===== src/rtl/alt_inj_pkg.sv =====
package alt_inj_pkg;
  typedef enum logic {
    ENG_MST = 1'b0,
    ENG_SLV = 1'b1
  } eng_e;
endpackage


===== src/rtl/alt_inj_turn.sv =====
module alt_inj_turn
  import alt_inj_pkg::*;
(
  input  logic       clk_i,
  input  logic       rst_ni,
  input  logic       trig_i,
  input  logic [1:0] done_i,
  output logic [1:0] start_o,
  output logic [1:0] fin_o,
  output logic       busy_o,
  output logic       ovr_o
);
  eng_e turn_q;
  logic busy_q, ovr_q;
  logic [1:0] start_q;
  logic accept, done_hit;

  assign accept   = trig_i && !busy_q;
  assign done_hit = busy_q && done_i[turn_q];

  always_ff @(posedge clk_i or negedge rst_ni) begin
    if (!rst_ni) begin
      turn_q  <= ENG_MST;
      busy_q  <= 1'b0;
      ovr_q   <= 1'b0;
      start_q <= '0;
    end else begin
      ovr_q   <= trig_i && busy_q;
      start_q <= accept ? (2'b01 << turn_q) : 2'b00;
      if (accept)        busy_q <= 1'b1;
      else if (done_hit) busy_q <= 1'b0;
      if (done_hit) turn_q <= (turn_q == ENG_MST) ? ENG_SLV : ENG_MST;
    end
  end

  assign fin_o   = done_hit ? (2'b01 << turn_q) : 2'b00;
  assign start_o = start_q;
  assign busy_o  = busy_q;
  assign ovr_o   = ovr_q;
endmodule


===== src/rtl/alt_inj_lane.sv =====
module alt_inj_lane #(
  parameter int N_CH   = 4,
  parameter int CH_W   = 5,
  parameter int DATA_W = 12
) (
  input  logic                     clk_i,
  input  logic                     rst_ni,
  input  logic [N_CH*CH_W-1:0]     list_i,
  input  logic                     fin_i,
  input  logic [DATA_W-1:0]        data_i,
  output logic [CH_W-1:0]          chan_o,
  output logic [N_CH*DATA_W-1:0]   res_o,
  output logic                     eoc_o
);
  localparam int PTR_W = (N_CH > 1) ? $clog2(N_CH) : 1;

  logic [PTR_W-1:0] ptr_q;
  logic             eoc_q;
  logic             last;

  assign last   = (ptr_q == PTR_W'(N_CH - 1));
  assign chan_o = list_i[ptr_q*CH_W +: CH_W];

  always_ff @(posedge clk_i or negedge rst_ni) begin
    if (!rst_ni) begin
      ptr_q <= '0;
      eoc_q <= 1'b0;
    end else begin
      eoc_q <= fin_i && last;
      if (fin_i) ptr_q <= last ? '0 : ptr_q + 1'b1;
    end
  end

  for (genvar g = 0; g < N_CH; g++) begin : g_slot
    logic [DATA_W-1:0] slot_q;
    always_ff @(posedge clk_i or negedge rst_ni) begin
      if (!rst_ni)                              slot_q <= '0;
      else if (fin_i && ptr_q == PTR_W'(g))     slot_q <= data_i;
    end
    assign res_o[g*DATA_W +: DATA_W] = slot_q;
  end

  assign eoc_o = eoc_q;
endmodule


===== src/rtl/alt_inj_seq.sv =====
module alt_inj_seq #(
  parameter int N_CH   = 4,
  parameter int CH_W   = 5,
  parameter int DATA_W = 12
) (
  input  logic                   clk_i,
  input  logic                   rst_ni,
  input  logic                   trig_i,
  input  logic [N_CH*CH_W-1:0]   m_list_i,
  input  logic [N_CH*CH_W-1:0]   s_list_i,
  output logic                   m_start_o,
  output logic [CH_W-1:0]        m_chan_o,
  input  logic                   m_done_i,
  input  logic [DATA_W-1:0]      m_data_i,
  output logic                   s_start_o,
  output logic [CH_W-1:0]        s_chan_o,
  input  logic                   s_done_i,
  input  logic [DATA_W-1:0]      s_data_i,
  output logic [N_CH*DATA_W-1:0] m_res_o,
  output logic [N_CH*DATA_W-1:0] s_res_o,
  output logic                   m_eoc_o,
  output logic                   s_eoc_o,
  output logic                   ovr_o,
  output logic                   busy_o
);
  logic [1:0] start_v, fin_v, eoc_v;
  logic [N_CH*CH_W-1:0]   list_a [2];
  logic [DATA_W-1:0]      data_a [2];
  logic [CH_W-1:0]        chan_a [2];
  logic [N_CH*DATA_W-1:0] res_a  [2];

  assign list_a[0] = m_list_i;
  assign list_a[1] = s_list_i;
  assign data_a[0] = m_data_i;
  assign data_a[1] = s_data_i;

  alt_inj_turn u_turn (
    .clk_i  (clk_i),
    .rst_ni (rst_ni),
    .trig_i (trig_i),
    .done_i ({s_done_i, m_done_i}),
    .start_o(start_v),
    .fin_o  (fin_v),
    .busy_o (busy_o),
    .ovr_o  (ovr_o)
  );

  for (genvar e = 0; e < 2; e++) begin : g_lane
    alt_inj_lane #(.N_CH(N_CH), .CH_W(CH_W), .DATA_W(DATA_W)) u_lane (
      .clk_i  (clk_i),
      .rst_ni (rst_ni),
      .list_i (list_a[e]),
      .fin_i  (fin_v[e]),
      .data_i (data_a[e]),
      .chan_o (chan_a[e]),
      .res_o  (res_a[e]),
      .eoc_o  (eoc_v[e])
    );
  end

  assign m_start_o = start_v[0];
  assign s_start_o = start_v[1];
  assign m_chan_o  = chan_a[0];
  assign s_chan_o  = chan_a[1];
  assign m_res_o   = res_a[0];
  assign s_res_o   = res_a[1];
  assign m_eoc_o   = eoc_v[0];
  assign s_eoc_o   = eoc_v[1];
endmodule


===== config.mk =====
export PLATFORM = sky130hd
export DESIGN_NAME = alt_inj_seq
export DESIGN_NICKNAME = d
export VERILOG_FILES = /design/src/rtl/alt_inj_pkg.sv /design/src/rtl/alt_inj_turn.sv /design/src/rtl/alt_inj_lane.sv /design/src/rtl/alt_inj_seq.sv
export SDC_FILE = /design/constraint.sdc
export NUM_CORES = 1
export LEC_CHECK = 0
export CAP_MARGIN = 0
export CORE_ASPECT_RATIO = 1.1
export CORE_UTILIZATION = 49
export CTS_BUF_LIST = sky130_fd_sc_hd__clkbuf_8
export CTS_CLUSTER_DIAMETER = 60
export DETAILED_ROUTE_END_ITERATION = 12
export PLACE_DENSITY = 0.95
export SETUP_SLACK_MARGIN = 0.1
export SYNTH_ARGS = -nofsm -noshare
export SYNTH_HDL_FRONTEND = slang
export SYNTH_HIERARCHICAL = 1
export SYNTH_SLANG_ARGS = --single-unit

===== constraint.sdc =====
create_clock -name clk_i -period 3.85 [get_ports clk_i]
set_clock_uncertainty 0.05 [all_clocks]
set_input_delay 0.77 -clock clk_i [delete_from_list [all_inputs] [get_ports clk_i]]
set_output_delay 0.77 -clock clk_i [all_outputs]
set_load 0.03 [all_outputs]

==> run_results.csv <==
group,metric,value,unit
status,outcome,"complete, no violations",
floorplanning,rows,36,
setup_path,cp_max_fo,1,
yosys,ys_seq_elements,107,
clock_network,clkSlewWorstSetupHoldPaths,0.10,ns
clock_network,clock-sinks,107,
setup_path,cp.required,3.03,ns
setup_path,cp.arrival,2.26,ns
yosys,yosysWarningCount,6,
global_routing,top_usage_layer,"met2",
floorplanning,die_y,104,um
floorplanning,initial_utilization,51.5,%
clock_network,hold_buffers,0,
sta,hold_viol_final,0,
yosys,yosys.area.top_type,"dfrtp_1",
yosys,synth_cells,263,
sta,slew_headroom,26.2,%
global_routing,use_met1,26.8,%
global_routing,grt_pass1_vias,3140,
routing,drtIter0Drc,78,
final_layout,finalNonFillerCells,564,
final_layout,design_area,6730,um^2
setup_path,critPathMaxStageDelay,0.61,ns
final_layout,num_antenna_cells,0,
global_routing,use_met2,39.7,%
setup_path,worstPathCellList,"clkdlybuf4s50_1 -> mux4_2 -> clkdlybuf4s50_1",
placement,place_congestion,0.775,
routing,wl,11000,um
placement,place_hpwl,7930,um
global_routing,grt_overflow,0,
routing,vias_per_cell,5.16,
routing,detail_route.wl_per_cell,19.4,um
yosys,netlist_area,4670,um^2
clock_network,cts_resized,0,
setup_path,cp_common_cell,"clkdlybuf4s50_1",
floorplanning,fp.coreArea,9050,um^2
pwr,leakage,3.16,nW
yosys,ys.flop_type,"dfrtp_1",
yosys,synth_cell_type_count,19,
sta,fmax,325,MHz
setup_path,worst-r2r-setup-slack,1.80,ns
routing,dr.pass1.iters,4,
setup_path,crit_path_end_kind,"primary output",
flow_run,drv_cap,0,
setup_path,start_kind,"primary input",
clock_network,htreeDepth,3,
clock_network,cts_buffers,9,
setup_path,r2r_cells,4,
routing,ant_nets,0,
clock_network,cts_buffer_depth,2,
final_layout,area_growth,44.1,%
yosys,yosysTopAreaCellShare,57.4,%
sta,post-route-min-period,3.08,ns
yosys,ys_async_sr_fraction,100,%
yosys,syn_avg_cell_area,17.7,um^2
final_layout,layout-drive-gt1-share,30.4,%
yosys,synth.most_common_cell,"dfrtp_1",
sta,fin_hold_ws,0.461,ns
global_routing,grt_pass1_wl,17100,um
min_path,holdCritStartpoint,"g_lane[0].u_lane/g_slot[0].slot_q[11]",
sta,fin_tns_setup,0,ns
setup_path,slowest_stage,"clkdlybuf4s50_1",
yosys,synth_top_cells_by_area,"dfrtp_1 (57%), mux2_4 (25%), mux4_2 (4.8%)",
sta,setup_viol_count_final,0,
setup_path,critPathKind,"in -> out",
final_layout,nets,522,
global_routing,met3_usage,6.51,%
sta,period_share,80.0,%
clock_network,cts_tree,"yes",
global_routing,grt_start_max_net_pins,93,
setup_path,rr_endpoint,"g_lane[0].u_lane/g_slot[2].slot_q[8]",
setup_path,r2r_start,"u_turn/busy_o",
sta,rsz0062_at_grt,"false",
global_routing,grt_usage,22.7,%
clock_network,cts_root_buffer,"clkbuf_8",
yosys,synth_edf_count,0,
global_routing,antenna_found_initial,0,
pwr,ir_drop,0.495,mV
min_path,hold_path_class,"reg -> reg",
floorplanning,die_w,95.1,um
yosys,syn_nets,340,
routing,vias,2910,
sta,tightest_slew,1.11,ns
yosys,synth_commonest_cells,"dfrtp_1 (107), mux2_4 (79), mux2_2 (18)",
routing,drc_errors,0,
placement,dp_cells,548,
min_path,worstHoldEndpoint,"g_lane[0].u_lane/g_slot[0].slot_q[11]",
yosys,seq_area_frac_synth,57.4,%
floorplanning,die_area,9920,um^2
placement,place_area,6520,um^2
sta,maxSlewViolCount,0,
final_layout,final_core_util,74.3,%
floorplanning,ioPinCount,181,
clock_network,post-cts-setup-buffers,0,
clock_network,clkLatencyLatePin,0.35,ns
placement,port_buffers,180,
min_path,min_path_cells,1,
pwr,power.density,931,nW/um^2
power breakdown:
| part | total, mW | internal [mW] | switching (mW) |
|---|---|---|---|
| sequential | 2.03 | 1.65 | 0.383 |
| combinational | 3.52 | 1.77 | 1.75 |
| clock | 0.703 | 0.312 | 0.391 |
state kept, by name (all words and copies together), names as in the netlist:
| register | count |
|---|---|
| g_lane.u_lane/eoc_o | 2 |
| g_lane.u_lane/g_slot.slot_q | 96 |
| g_lane.u_lane/ptr_q | 4 |
| u_turn/busy_o | 1 |
| u_turn/ovr_o | 1 |
| u_turn/start_o | 2 |
| u_turn/turn_q | 1 |
metrics by stage:
stage	setup slack [ns]	power (mW)
2_1_floorplan	1.70	4.12
3_3_place_gp	0.791	5.46
3_5_place_dp	0.770	5.57
4_1_cts	0.764	6.31
5_1_grt	0.747	6.54
6_report	0.771	6.26
layout make-up:
| cell class | instances | area [um^2] |
|---|---|---|
| clock inverters | 7 | 85.1 |
| fillers | 565 | 2330 |
| inverters | 6 | 22.5 |
| multi-input cells | 140 | 1870 |
| well taps | 114 | 143 |
| repair buffers | 181 | 1810 |
| clock buffers | 9 | 124 |
| flip-flops and latches | 107 | 2680 |
how the worst max path moves through the flow:
stage | from | end | slack, ns | cells after the start
detailed placement | m_list_i[6] | m_chan_o[1] | 0.77 | 3
CTS | m_list_i[6] | m_chan_o[1] | 0.76 | 3
floorplan | m_list_i[15] | m_chan_o[0] | 1.70 | 1
global placement | s_list_i[17] | s_chan_o[2] | 0.79 | 3
finish | m_list_i[16] | m_chan_o[1] | 0.77 | 3
global route | m_list_i[6] | m_chan_o[1] | 0.75 | 3
per-layer routing:
metal / wire length (um) / part of all wire [%]
met1: 4350 / 40
met2: 5690 / 52
met3: 752 / 6.9
met4: 164 / 1.5
met5: 0 / 0
worst max-delay path: cells and delay by family:
family	cells	cell delay [ns]
buffers and inverters	2	1.02
muxes	1	0.46
layout by cell type, fill, tap and decap left out:
cell,n
clkinvlp_4,2
and3b_2,1
o21ai_0,4
nand2_2,8
ha_1,8
and2_1,1
clkdlybuf4s50_1,179
mux4_2,10
dfrtp_1,107
a21oi_1,1
inv_8,2
or3b_2,2
buf_4,2
mux2_2,18
nor2_1,2
mux2i_1,1
clkbuf_8,9
mux2_4,79
nand2_1,3
and3_2,1
nor3b_1,1
inv_1,6
clkinv_4,2
bufinv_16,1
kinds of logic (layout without fill, tap and decap cells):
| group | Yosys count | after routing | share of synthesized area, % |
|---|---|---|---|
| DFF | 107 | 107 | 57.4 |
| muxes | 108 | 108 | 34.8 |
| and+or+nand+nor | 19 | 19 | 2.52 |
| AOI/OAI and AO/OA | 5 | 5 | 0.536 |
| buffers and inverters | 16 | 203 | 2.63 |
| adders and majority gates | 8 | 8 | 2.14 |
Note: power is estimated with default switching activity, not from simulation.
